===== src/rtl/cell_tune_pkg.sv =====
package cell_tune_pkg;

  typedef enum logic [2:0] {
    ST_IDLE,
    ST_RESET,
    ST_SET,
    ST_READ,
    ST_EVAL
  } tune_state_e;

  // Magnitude of the difference between two codes.
  function automatic int unsigned abs_gap(int unsigned a, int unsigned b);
    return (a >= b) ? (a - b) : (b - a);
  endfunction

  // Wide window: gap below 30% of target.
  function automatic logic within_wide(int unsigned gap, int unsigned tgt);
    return (10 * gap) < (3 * tgt);
  endfunction

  // Narrow window: gap below 10% of target.
  function automatic logic within_narrow(int unsigned gap, int unsigned tgt);
    return (10 * gap) < tgt;
  endfunction

endpackage


===== src/rtl/cell_tune_judge.sv =====
module cell_tune_judge
  import cell_tune_pkg::*;
#(
  parameter int CW = 10
) (
  input  logic [CW-1:0] target_i,
  input  logic [CW-1:0] meas_i,
  output logic          wide_ok_o,
  output logic          narrow_ok_o
);

  int unsigned gap_u;

  always_comb begin
    gap_u       = abs_gap(32'(target_i), 32'(meas_i));
    wide_ok_o   = within_wide(gap_u, 32'(target_i));
    narrow_ok_o = within_narrow(gap_u, 32'(target_i));
  end

endmodule


===== src/rtl/cell_tune_tracker.sv =====
module cell_tune_tracker #(
  parameter int LW = 4,
  parameter int IW = 6
) (
  input  logic          clk,
  input  logic          rst_n,
  input  logic          restart_i,
  input  logic          level_up_i,
  input  logic          iter_clr_i,
  input  logic          iter_up_i,
  output logic [LW-1:0] level_o,
  output logic [IW-1:0] iter_o,
  output logic          level_top_o
);

  localparam logic [LW-1:0] LEVEL_TOP = '1;

  logic [LW-1:0] level_q;
  logic [IW-1:0] iter_q;

  always_ff @(posedge clk or negedge rst_n) begin
    if (!rst_n) begin
      level_q <= '0;
    end else if (restart_i) begin
      level_q <= '0;
    end else if (level_up_i) begin
      level_q <= level_q + LW'(1);
    end
  end

  always_ff @(posedge clk or negedge rst_n) begin
    if (!rst_n) begin
      iter_q <= '0;
    end else if (iter_clr_i) begin
      iter_q <= '0;
    end else if (iter_up_i) begin
      iter_q <= iter_q + IW'(1);
    end
  end

  assign level_o     = level_q;
  assign iter_o      = iter_q;
  assign level_top_o = (level_q == LEVEL_TOP);

endmodule


===== src/rtl/cell_tune_fsm.sv =====
module cell_tune_fsm
  import cell_tune_pkg::*;
#(
  parameter int IW = 6
) (
  input  logic          clk,
  input  logic          rst_n,
  input  logic          start_i,
  input  logic          ack_i,
  input  logic          wide_ok_i,
  input  logic          narrow_ok_i,
  input  logic          level_top_i,
  input  logic [IW-1:0] iter_i,
  input  logic [IW-1:0] coarse_max_i,
  input  logic [IW-1:0] fine_max_i,
  output logic          pulse_reset_o,
  output logic          pulse_set_o,
  output logic          read_req_o,
  output logic          busy_o,
  output logic          done_o,
  output logic          fail_o,
  output logic          fine_o,
  output logic          ev_accept_o,
  output logic          ev_capture_o,
  output logic          ev_coarse_pass_o,
  output logic          ev_fine_pass_o,
  output logic          ev_retry_o,
  output logic          ev_give_up_o
);

  tune_state_e st_q, st_d;
  logic        fine_q, done_q, fail_q;
  logic        in_eval, last_try;
  logic [IW:0] used_w, limit_w;

  assign in_eval = (st_q == ST_EVAL);
  assign limit_w = fine_q ? {1'b0, fine_max_i} : {1'b0, coarse_max_i};
  assign used_w  = {1'b0, iter_i} + (IW+1)'(1);
  assign last_try = (used_w >= limit_w);

  assign ev_accept_o      = start_i && (st_q == ST_IDLE);
  assign ev_capture_o     = (st_q == ST_READ) && ack_i;
  assign ev_coarse_pass_o = in_eval && !fine_q && wide_ok_i;
  assign ev_fine_pass_o   = in_eval && fine_q && narrow_ok_i;
  assign ev_give_up_o     = in_eval && !ev_coarse_pass_o && !ev_fine_pass_o &&
                            (last_try || (!fine_q && level_top_i));
  assign ev_retry_o       = in_eval && !ev_coarse_pass_o && !ev_fine_pass_o &&
                            !ev_give_up_o;

  always_comb begin
    st_d = st_q;
    unique case (st_q)
      ST_IDLE:  if (start_i) st_d = ST_RESET;
      ST_RESET: if (ack_i)   st_d = ST_SET;
      ST_SET:   if (ack_i)   st_d = ST_READ;
      ST_READ:  if (ack_i)   st_d = ST_EVAL;
      ST_EVAL:  st_d = (ev_fine_pass_o || ev_give_up_o) ? ST_IDLE : ST_RESET;
      default:  st_d = ST_IDLE;
    endcase
  end

  always_ff @(posedge clk or negedge rst_n) begin
    if (!rst_n) begin
      st_q   <= ST_IDLE;
      fine_q <= 1'b0;
      done_q <= 1'b0;
      fail_q <= 1'b0;
    end else begin
      st_q <= st_d;
      if (ev_accept_o) begin
        fine_q <= 1'b0;
        done_q <= 1'b0;
        fail_q <= 1'b0;
      end else begin
        if (ev_coarse_pass_o) fine_q <= 1'b1;
        if (ev_fine_pass_o)   done_q <= 1'b1;
        if (ev_give_up_o)     fail_q <= 1'b1;
      end
    end
  end

  assign pulse_reset_o = (st_q == ST_RESET);
  assign pulse_set_o   = (st_q == ST_SET);
  assign read_req_o    = (st_q == ST_READ);
  assign busy_o        = (st_q != ST_IDLE);
  assign done_o        = done_q;
  assign fail_o        = fail_q;
  assign fine_o        = fine_q;

endmodule


===== src/rtl/cell_tune_ctrl.sv =====
module cell_tune_ctrl #(
  parameter int CW = 10,
  parameter int LW = 4,
  parameter int IW = 6
) (
  input  logic          clk,
  input  logic          rst_n,
  input  logic          start_i,
  input  logic [CW-1:0] target_i,
  input  logic [IW-1:0] coarse_max_i,
  input  logic [IW-1:0] fine_max_i,
  input  logic          array_ack_i,
  input  logic [CW-1:0] meas_i,
  output logic          pulse_reset_o,
  output logic          pulse_set_o,
  output logic          read_req_o,
  output logic [LW-1:0] set_level_o,
  output logic          busy_o,
  output logic          done_o,
  output logic          fail_o
);

  logic [CW-1:0] target_q, meas_q;
  logic          wide_ok, narrow_ok;
  logic          level_top;
  logic [IW-1:0] iter_cnt;
  logic          fine_q;
  logic          ev_accept, ev_capture, ev_coarse_pass, ev_fine_pass;
  logic          ev_retry, ev_give_up, ev_coarse_retry;

  always_ff @(posedge clk or negedge rst_n) begin
    if (!rst_n) begin
      target_q <= '0;
      meas_q   <= '0;
    end else begin
      if (ev_accept)  target_q <= target_i;
      if (ev_capture) meas_q   <= meas_i;
    end
  end

  cell_tune_judge #(.CW(CW)) u_judge (
    .target_i    (target_q),
    .meas_i      (meas_q),
    .wide_ok_o   (wide_ok),
    .narrow_ok_o (narrow_ok)
  );

  assign ev_coarse_retry = ev_retry && !fine_q;

  cell_tune_tracker #(.LW(LW), .IW(IW)) u_track (
    .clk         (clk),
    .rst_n       (rst_n),
    .restart_i   (ev_accept),
    .level_up_i  (ev_coarse_retry),
    .iter_clr_i  (ev_accept || ev_coarse_pass),
    .iter_up_i   (ev_retry),
    .level_o     (set_level_o),
    .iter_o      (iter_cnt),
    .level_top_o (level_top)
  );

  cell_tune_fsm #(.IW(IW)) u_fsm (
    .clk              (clk),
    .rst_n            (rst_n),
    .start_i          (start_i),
    .ack_i            (array_ack_i),
    .wide_ok_i        (wide_ok),
    .narrow_ok_i      (narrow_ok),
    .level_top_i      (level_top),
    .iter_i           (iter_cnt),
    .coarse_max_i     (coarse_max_i),
    .fine_max_i       (fine_max_i),
    .pulse_reset_o    (pulse_reset_o),
    .pulse_set_o      (pulse_set_o),
    .read_req_o       (read_req_o),
    .busy_o           (busy_o),
    .done_o           (done_o),
    .fail_o           (fail_o),
    .fine_o           (fine_q),
    .ev_accept_o      (ev_accept),
    .ev_capture_o     (ev_capture),
    .ev_coarse_pass_o (ev_coarse_pass),
    .ev_fine_pass_o   (ev_fine_pass),
    .ev_retry_o       (ev_retry),
    .ev_give_up_o     (ev_give_up)
  );

endmodule


===== config.mk =====
export PLATFORM = sky130hd
export DESIGN_NAME = cell_tune_ctrl
export DESIGN_NICKNAME = d
export VERILOG_FILES = /design/src/rtl/cell_tune_pkg.sv /design/src/rtl/cell_tune_judge.sv /design/src/rtl/cell_tune_tracker.sv /design/src/rtl/cell_tune_fsm.sv /design/src/rtl/cell_tune_ctrl.sv
export SDC_FILE = /design/constraint.sdc
export NUM_CORES = 1
export LEC_CHECK = 0
export ABC_AREA = 1
export BUFFER_PORTS_ARGS = -buffer_cell sky130_fd_sc_hd__buf_2
export CAP_MARGIN = 20
export CORE_AREA = 5 5 104 106
export DETAILED_ROUTE_END_ITERATION = 10
export DIE_AREA = 0 0 109 111
export PLACE_DENSITY = 0.69
export REMOVE_ABC_BUFFERS = 1
export SYNTH_ARGS = -nofsm -noshare
export SYNTH_HDL_FRONTEND = slang
export SYNTH_SLANG_ARGS = --single-unit

===== constraint.sdc =====
create_clock -name clk -period 4.9 [get_ports clk]
set_input_delay 0.735 -clock clk [delete_from_list [all_inputs] [get_ports clk]]
set_output_delay 0.735 -clock clk [all_outputs]
set_load 0.05 [all_outputs]

# Yosys cells after proc, flatten, opt, wreduce, memory -nomap -nowiden
# Cells that the tools add are included.
# W data, S select, Z words.
[op_classes] n_lt_le_gt_ge=4 n_mul=2 mux=18 addsub=5 n_reduce_logical=27 n_eq_ne=9
[op_table] operator="$lt A32 B10 Y1" count=1
[op_table] operator="$lt A32 B12 Y1" count=1
[op_table] operator="$mul A3 B32 Y31 const A" count=1
[op_table] operator="$mux W32" count=1
[op_table] operator="$sub A10 B10 Y11" count=2
[op_table] operator="$mux W6" count=3
[op_table] operator="$pmux W3 S5" count=1
[op_table] operator="$logic_and A1 B1 Y1" count=12
[op_table] operator="$mul A2 B10 Y12 const A" count=1
[op_table] operator="$mux W3" count=4
[op_table] operator="$ge A10 B10 Y1" count=1
[op_table] operator="$reduce_bool A2 Y1" count=5
[op_table] operator="$mux W4" count=2
[op_table] operator="$ne A2 B2 Y1 const B" count=4
[op_table] operator="$add A6 B1 Y7 const B" count=1
[op_table] operator="$ge A7 B7 Y1" count=1
[op_table] operator="$mux W1" count=7
[op_table] operator="$add A6 B1 Y6 const B" count=1
[op_table] operator="$eq A3 B2 Y1 const B" count=2
[op_table] operator="$add A4 B1 Y4 const B" count=1
[op_table] operator="$eq A4 B4 Y1 const B" count=1
[op_table] operator="$logic_not A1 Y1" count=4
[op_table] operator="$reduce_and A4 Y1" count=1
[op_table] operator="$eq A3 B1 Y1 const B" count=1
[op_table] operator="other kinds (4)" count=6
[totals] output_inout_bits=10 ff_bits=36

# Depth between registers and ports, before layout
# Gate-level depths: netlist (run 1).
[logic_depth] depth_word=14 mapped_depth=35 mapped_depth_nobuf=35

# Modules after synthesis
# Synthesis (run 1) repeated with hierarchy kept, for this count alone.
[unflattened] hier_cells=708 hier_area_um2=4689.5
[by_module_without_submodules] module="cell_tune_judge" seq_area_each_um2=0.0 cells_per_inst=455 n_inst=1 area_per_inst_um2=2685.1
[by_module_without_submodules] module="cell_tune_ctrl" seq_area_each_um2=500.5 cells_per_inst=87 n_inst=1 area_per_inst_um2=765.7
[by_module_without_submodules] module="cell_tune_fsm" seq_area_each_um2=150.1 cells_per_inst=97 n_inst=1 area_per_inst_um2=705.7
[by_module_without_submodules] module="cell_tune_tracker" seq_area_each_um2=250.2 cells_per_inst=69 n_inst=1 area_per_inst_um2=533.0

# Least setup slack after synthesis (run 1)
# No wires, ideal clock.
[synth_path] path_type="register to register" from="reg target_q[2]" to="reg u_track.level_q[2], in the netlist u_track.level_o[2]" n_path_buf=2 path_stages_with_launch=29 synth_period_minus_slack_ns=4.557 arrival_ns=4.439 required_ns=4.781 slack_ns=0.343 path_cell_list="dfrtp_1 > inv_1 > ha_1 > buf_2 > a21oi_2 > nand2_1 > nand2_1 > nand2_1 > nand2_2 > nand2_8 > buf_8 > a221oi_1 > xor2_1 > inv_1 > ha_1 > ha_1 > nand2_1 > inv_1 > a21oi_1 > nand2_1 > xor2_1 > ha_1 > or3_1 > nor3_2 > nand3_4 > nand4_2 > nand2_1 > nand2_1 > nand2_1"
[synth_between] elab_chain_cells=13 elab_cells_between_ends=19 classes_between="add/sub: 2; mul: 2; order compare: 3; mux: 1; reduce/logical: 11"
[synth_lines] element="from (decl)" line_no="cell_tune_ctrl.sv:23" source="logic [CW-1:0] target_q, meas_q;"
[synth_lines] element="from (signal assigned)" line_no="cell_tune_ctrl.sv:36" source="if (ev_accept) target_q <= target_i;"
[synth_lines] element="$sub A10 B10 Y11 / $ge A10 B10 Y1 (equally long branches)" line_no="cell_tune_pkg.sv:13" source="return (a >= b) ? (a - b) : (b - a);"
[synth_lines] element="$mux W32" line_no="cell_tune_pkg.sv:13"
[synth_lines] element="$mul A3 B32 Y31" line_no="cell_tune_pkg.sv:18, cell_tune_pkg.sv:23"
[synth_lines] element="$lt A32 B12 Y1" line_no="cell_tune_pkg.sv:18" source="return (10 * gap) < (3 * tgt);"
[synth_lines] element="$logic_and A1 B1 Y1" line_no="cell_tune_fsm.sv:43" source="assign ev_coarse_pass_o = in_eval && !fine_q && wide_ok_i;"
[synth_lines] element="$logic_not A1 Y1" line_no="cell_tune_fsm.sv:45, cell_tune_fsm.sv:47"
[synth_lines] element="$logic_and A1 B1 Y1" line_no="cell_tune_fsm.sv:45, cell_tune_fsm.sv:47"
[synth_lines] element="$logic_and A1 B1 Y1 (*)" line_no="cell_tune_fsm.sv:45, cell_tune_fsm.sv:47"
[synth_lines] element="$logic_and A1 B1 Y1" line_no="cell_tune_fsm.sv:45" source="assign ev_give_up_o = in_eval && !ev_coarse_pass_o && !ev_fine_pass_o &&"
[synth_lines] element="$logic_not A1 Y1" line_no="cell_tune_fsm.sv:48" source="!ev_give_up_o;"
[synth_lines] element="$logic_and A1 B1 Y1 (*)" line_no="cell_tune_fsm.sv:47" source="assign ev_retry_o = in_eval && !ev_coarse_pass_o && !ev_fine_pass_o &&"
[synth_lines] element="$logic_and A1 B1 Y1 (*)" line_no="cell_tune_ctrl.sv:48" source="assign ev_coarse_retry = ev_retry && !fine_q;"
[synth_lines] element="$reduce_bool A2 Y1 (no line) (*)"
[synth_lines] element="to (signal assigned)" line_no="cell_tune_tracker.sv:27" source="level_q <= level_q + LW'(1);"
[synth_lines] element="to (decl)" line_no="cell_tune_tracker.sv:18" source="logic [LW-1:0] level_q;"
# Mark *: on every way between the ends. The rest lies on a longest branch, timed or not.
# A chain may end at the register's enable or synchronous reset.

# Worst setup path in the final report (run 1)
[layout_path] from="reg target_q[8]" to="reg u_track.iter_q[4], in the netlist u_track.iter_o[4]"
[layout_between] elab_chain_cells=12 elab_cells_between_ends=20 classes_between="add/sub: 2; mul: 2; order compare: 3; mux: 2; reduce/logical: 11"
[layout_lines] element="$sub A10 B10 Y11 / $ge A10 B10 Y1 (equally long branches)" line_no="cell_tune_pkg.sv:13"
[layout_lines] element="$mux W32" line_no="cell_tune_pkg.sv:13"
[layout_lines] element="$mul A3 B32 Y31" line_no="cell_tune_pkg.sv:18, cell_tune_pkg.sv:23"
[layout_lines] element="$lt A32 B12 Y1" line_no="cell_tune_pkg.sv:18"
[layout_lines] element="$logic_and A1 B1 Y1" line_no="cell_tune_fsm.sv:43"
[layout_lines] element="$logic_not A1 Y1" line_no="cell_tune_fsm.sv:45, cell_tune_fsm.sv:47"
[layout_lines] element="$logic_and A1 B1 Y1 (2 in series)" line_no="cell_tune_fsm.sv:45, cell_tune_fsm.sv:47"
[layout_lines] element="$logic_and A1 B1 Y1" line_no="cell_tune_fsm.sv:45"
[layout_lines] element="$logic_not A1 Y1" line_no="cell_tune_fsm.sv:48"
[layout_lines] element="$logic_and A1 B1 Y1" line_no="cell_tune_fsm.sv:47"
[layout_lines] element="$reduce_bool A2 Y1 (no line)"
[layout_lines] element="to (signal assigned)" line_no="cell_tune_tracker.sv:37" source="iter_q <= iter_q + IW'(1);"
[layout_lines] element="to (decl)" line_no="cell_tune_tracker.sv:19" source="logic [IW-1:0] iter_q;"
# Parallel ways exist; a longest one is shown, timed or not.

==> results of run 1 <==
==> cell type report <==
cell class                      count  share of cell area, %
Multi-Input combinational cell    488                   61.5
Clock buffer                        6                   1.32
Clock inverter                      2                  0.638
Tap cell                          133                   3.03
Timing Repair Buffer               88                   9.98
Sequential cell                    36                   16.5
Inverter                          103                   7.04
==> sequential cells by signal, indices dropped and copies added (netlist names) <==
| signal | cells |
|---|---|
| meas_q | 10 |
| target_q | 10 |
| u_fsm.done_o | 1 |
| u_fsm.fail_o | 1 |
| u_fsm.fine_o | 1 |
| u_fsm.st_q | 3 |
| u_track.iter_o | 6 |
| u_track.level_o | 4 |
==> through the flow <==
step / setup slack (ps) / hold WS [ps] / utilization (%)
2_1_floorplan: 438 / 439 / -
3_3_place_gp: -6.23 / 492 / 52.3
3_5_place_dp: 29.3 / 494 / 52.3
4_1_cts: 2.84 / 509 / 53.4
5_1_grt: -51.2 / 541 / 56.7
6_report: 297 / 506 / 56.7
==> logic make-up after synthesis <==
logic type | share of synthesized area (%)
DFF | 20.2
adders and majority gates | 22.0
muxes | 1.35
AOI/OAI and AO/OA | 11.5
xor gates and xnor gates | 6.39
buffers and inverters | 9.81
and+or+nand+nor | 28.8
==> final timing paths <==
path | cells after the start | endpoint | startpoint
max in group asynchronous | 1 | target_q[5] | rst_n
hold reg to reg | 2 | u_fsm.done_o | u_fsm.done_o
setup reg to reg | 31 | u_track.iter_o[4] | target_q[8]
setup / recovery | 31 | u_track.iter_o[4] | target_q[8]
hold / removal | 2 | u_fsm.done_o | u_fsm.done_o
min in group asynchronous | 1 | target_q[0] | rst_n
==> placed cells by master (no fill, tap or decap), types with 5 or more instances in the layout <==
cell type  instances
buf_4             43
nand3_2            5
xnor2_1            6
inv_1             93
nand2_1          161
nor3_1             6
nand4_1            6
nand3_1           44
mux2i_1            6
dfrtp_1           34
nor2_1            36
inv_2             10
a21oi_1           33
o21ai_1            7
o21ai_2            5
ha_1              61
ha_4               9
buf_2             45
nand2_2            7
xor2_1            17
clkbuf_8           5
o21ai_0           25
==> repair_timing <==
item	CTS	global route
resized for setup	0	50
hold buffers	0	0
endpoints found under the hold margin	0	0
setup buffers	0	8
endpoints found under the setup margin	0	14
==> layer usage <==
metal | wire (um) | share of wire (%)
met5 | 0 | 0
met4 | 147 | 1.2
met3 | 528 | 4.3
met2 | 5760 | 47
met1 | 5750 | 47
==> worst max-delay path: cells and delay by family, from the launching register on <==
family	cells	cell delay, ps
buffers and inverters	6	460
XOR/XNOR	1	190
flip-flops	1	440
AND/OR/NAND/NOR	17	1900
AO/OA/AOI/OAI	3	330
adder cells (fa/ha/maj)	4	1140
==> summary.txt, run 1 <==
Cells and area
  • Final net count: roughly 830
  • ANT cells: 0
  • Area grow syn2layout: 23.0%
  • Register Area: 903 sq um
  • # fillers: ~900
  • Share of cells above drive strength 1: 23.0%
  • Finished Cell Area: 0.00549 sq mm
  • Multi-input gate area: between 0.003 and 0.004 sq mm
  • Final cell count without fillers: about 860

Placed design
  • RePlAce Congestion: between 0.9 and 1
  • DP Wirelength: 9890 um
  • Cell Area, Placed: 0.00507 sq mm
  • Placed insts: 839
  • Port buffer count: between 40 and 50

Logic synthesis
  • Yosys top cell by area: dfrtp_1
  • YS warnings: 0
  • Commonest cells post-synth: nand2_1, inv_1, ha_1
  • Yosys reg bits: 36
  • Area contributors post-synth: dfrtp_1, ha_1, nand2_1, inv_1, nand3_1
  • Post-synth EDFFs: 0
  • Top-count cell post-synth: nand2_1
  • Cells after Synth: about 630
  • Syn Area/Cell: 7.04 sq um
  • Share of the synthesized area in the top cell type: 20.2%
  • FFs w/ async S/R, synth: 100%
  • Ys flop type: dfrtp_1
  • Sequential-to-total area share from yosys stat: just over 20%
  • Synth Cell Area: ~0.0045 sq mm
  • Cell variety after synth: 45

Global route
  • Routing usage on met3: 2.27%
  • Met2 usage: between 30% and 40%
  • Total track usage: 20.4%
  • Grt total ovfl: 0
  • Initial antenna violation count: 0
  • Grt met1 use: between 20 and 30%
  • Largest net degree at the start of global routing: 37
  • First-pass GRT wire length: between 20000 and 25000 um
  • Busiest grt layer: met2
  • Vias in the first global route: 4306

Floorplan
  • Core Box Area: roughly 0.0097 sq mm
  • Initial cell density of the core: between 40% and 50%
  • IO Count: 46
  • Die area: 0.0121 sq mm
  • Core Rows: 36
  • Die Y: about 110 um
  • DIE WIDTH: between 100 and 150 um

Routing
  • Antenna-violating nets left: 0
  • Via count: 4377
  • Residual DRC: 0
  • Final WL: about 12000 um
  • Routed wire per std cell: 14.2 um
  • Pre-Repair DR Iteration Count: 4
  • 1st-iter DRT viols: roughly 170
  • Vias per cell: around 5

Clocking
  • Max clock buf depth: 2
  • CTS HTree Levels: 2
  • Root Buffer: clkbuf_8
  • CTS tree: built
  • Number of buffers created by CTS: 5
  • Reg clk slew, reported paths: 80 ps
  • Worst skew pair latency: approximately 300 ps
  • Clock sink total: 36

Worst setup path
  • CP Launch Type: flip-flop
  • Slowest stage delay, CP: 440 ps
  • Worst Path Max Fanout: 12
  • Kind of critical path: reg2reg
  • Slowest CP cell: dfrtp_1
  • Crit path capture type: flip-flop
  • WP data required: between 5000 and 6000 ps
  • Reg2reg setup slack: between 200 and 300 ps
  • Crit path arrival time: about 4800 ps

STA
  • Slew @ Worst Pin: 864 ps
  • Final Hold Fails: 0
  • Tmin final: between 4000 and 5000 ps
  • Skew final: approximately 11 ps
  • Tcrit/Tclk final: approximately 94%
  • Fmax: between 200 and 250 MHz
  • Slew Viols, Final: 0
  • Max-Slew Margin vs Limit: 42.4%
  • Setup TNS Final: 0 ps
  • Setup violations, final: 0

Outcome
  • Status: finished, final reports clean

Flow run
  • Max cap viols: 0

Hold path
  • Hold Path Class: reg2reg
Power of run 1 is left out: the tool's default activity adds up to more than one toggle a clock period on the data nets, which glitch-free logic cannot reach.
==> run 2: changes to the inputs <==
- CORE_AREA: 5 5 104 106 -> 5 5 109 101
- DIE_AREA: 0 0 109 111 -> 0 0 114 106
- MAX_ROUTING_LAYER: default -> met4
==> summary.txt, run 2 (synthesis results as in run 1) <==
Outcome
  • Status: finished, final reports clean

Hold path
  • Hold endpoint: u_fsm.done_o
  • Hold path startpoint: u_fsm.done_o
  • Hold Path Class: reg2reg
  • Hold depth: 2 (unchanged)

STA
  • Slew Viols, Final: 0 (unchanged)
  • Tcrit/Tclk final: 94.1% (+0.14 points)
  • Setup violations, final: 0 (unchanged)
  • Skew final: 3.46 ps (-8.02 ps)
  • WHS: 503 ps (-2.51 ps)
  • Final Hold Fails: 0 (unchanged)
  • Max-Slew Margin vs Limit: 39.0% (-3.4 points)
  • Tmin final: 4610 ps (+7.00 ps)
  • Slew @ Worst Pin: 911 ps (+47.1 ps)
  • Fmax: 217 MHz (-0.15%)
  • Final worst setup slack: 290 ps (-7.00 ps)

Worst setup path
  • CP Launch Type: flip-flop
  • Kind of critical path: reg2reg
  • CP top delay family: simple AND/OR/NAND/NOR gates
  • Reg2reg setup slack: 290 ps (about the same)
  • Slowest stage delay, CP: 430 ps (about the same)
  • Worst path most repeated cell: nand2_1
  • Bufs and invs on worst path: 4 (-2)
  • Reg2Reg Depth: 29 (-6.5%)
  • Slowest CP cell: dfrtp_1
  • Crit path arrival time: 4840 ps (+60 ps)
  • Crit path capture type: flip-flop
  • WP data required: 5130 ps (+50 ps)
  • Reg-to-Reg Start: target_q[7]
  • FF-to-FF End: u_track.level_o[3]
  • Worst Path Max Fanout: 13 (+1)

Clocking
  • Clock sink total: 36 (unchanged)
  • CTS tree: built
  • Number of buffers created by CTS: 5 (unchanged)
  • CTS HTree Levels: 2 (unchanged)
  • Root Buffer: clkbuf_8
  • Worst skew pair latency: 290 ps (about the same)
  • Reg clk slew, reported paths: 70 ps (about the same)
  • Post-CTS Hold Fix Bufs: 0 (unchanged)
  • Max clock buf depth: 2 (unchanged)

Placed design
  • Port buffer count: 45 (unchanged)
  • Dpl ws: -0.461 ps (-29.8 ps)
  • RePlAce Congestion: 0.909 (-3.4%)
  • DP Wirelength: 9810 um (-0.82%)
  • Cell Area, Placed: 0.00508 sq mm (+0.35%)

Cells and area
  • Most common cell after layout, fill and taps aside: nand2_1
  • # fillers: 892 (-0.22%)
  • Commonest non-fill, non-tap cells in the layout: nand2_1, inv_1, ha_1
  • ANT cells: 0 (unchanged)
  • Share of cells above drive strength 1: 25.2% (+2.2 points)
  • Finished Cell Area: 0.00558 sq mm (+1.7%)
  • Final net count: 842 (+0.96%)
  • Area grow syn2layout: 25.1%

Global route
  • Vias in the first global route: 4205 (-2.3%)
  • First-pass GRT wire length: 19600 um (-2.1%)
  • Largest net degree at the start of global routing: 37 (unchanged)
  • Initial antenna violation count: 0 (unchanged)
  • Total track usage: 20.3% (-0.17 points)
  • Grt total ovfl: 0 (unchanged)

Floorplan
  • Die Y: 106 um (-4.5%)
  • Die area: 0.0121 sq mm (-0.12%)
  • DIE WIDTH: 114 um (+4.6%)
  • Core Rows: 35 (-2.8%)
  • Core Box Area: 0.00985 sq mm (+1.7%)
  • IO Count: 46 (unchanged)
  • Initial cell density of the core: 45.3% (-0.79 points)

Routing
  • Via count: 4455 (+1.8%)
  • Residual DRC: 0 (unchanged)
  • Pre-Repair DR Iteration Count: 5 (+1)
  • Final WL: 12200 um (-0.20%)
  • Vias per cell: 5.18 (+1.3%)
  • Antenna-violating nets left: 0 (unchanged)
  • Routed wire per std cell: 14.1 um (-0.66%)
  • 1st-iter DRT viols: 211 (+22%)

Flow run
  • Max cap viols: 0 (unchanged)
-- run 2: layout make-up --
class | instances | area (sq um) | area share, %
sequential | 36 | 907 | 16.2
timing repair buffer | 96 | 608 | 10.9
multi-input combinational | 488 | 3430 | 61.4
tap | 129 | 161 | 2.89
clock buffer | 8 | 90.1 | 1.61
inverter | 103 | 387 | 6.92
-- run 2: repair_timing --
item / 4_1_cts / 5_1_grt
gates cloned: 0 / 1
buffers inserted: 0 / 13
resized for setup: 1 / 56
endpoints found under the setup margin: 9 / 14
pin swaps: 0 / 18
-- run 2: tightest hold or removal path: cells and delay by family (launching register included) --
kind,cells,cell delay [ps]
flip-flops,1,350
AND/OR/NAND/NOR,2,120
-- run 2: routing by layer --
metal	vias up	wire length (um)	track usage, %	share of wire, %
met5	-	0	-	0
met4	0	161	4.75	1.3
met3	16	540	1.94	4.4
met2	98	5660	31.5	47
met1	2090	5800	28.5	48
li1	2251	-	-	-
-- run 2: worst max path at each step --
stage                      startpoint                 end  depth (start not counted)
final                     target_q[7]  u_track.level_o[3]                         29
after global routing      target_q[2]  u_track.level_o[0]                         31
after detailed placement  target_q[5]   u_track.iter_o[3]                         29
after global placement    target_q[5]  u_track.level_o[3]                         26
after CTS                 target_q[6]   u_track.iter_o[3]                         30
after floorplan           target_q[2]  u_track.level_o[2]                         27
-- run 2: through the flow --
step / cells / setup TNS [ps] / utilization (%)
finish: 860 / 0 / 56.7
global route: 860 / -78.0 / 56.7
CTS: 846 / 0 / 52.5
detailed placement: 838 / -0.461 / 51.6
global placement: 838 / 0 / 51.6
floorplan: 626 / 0 / -
Power of run 2 is left out for the same reason.
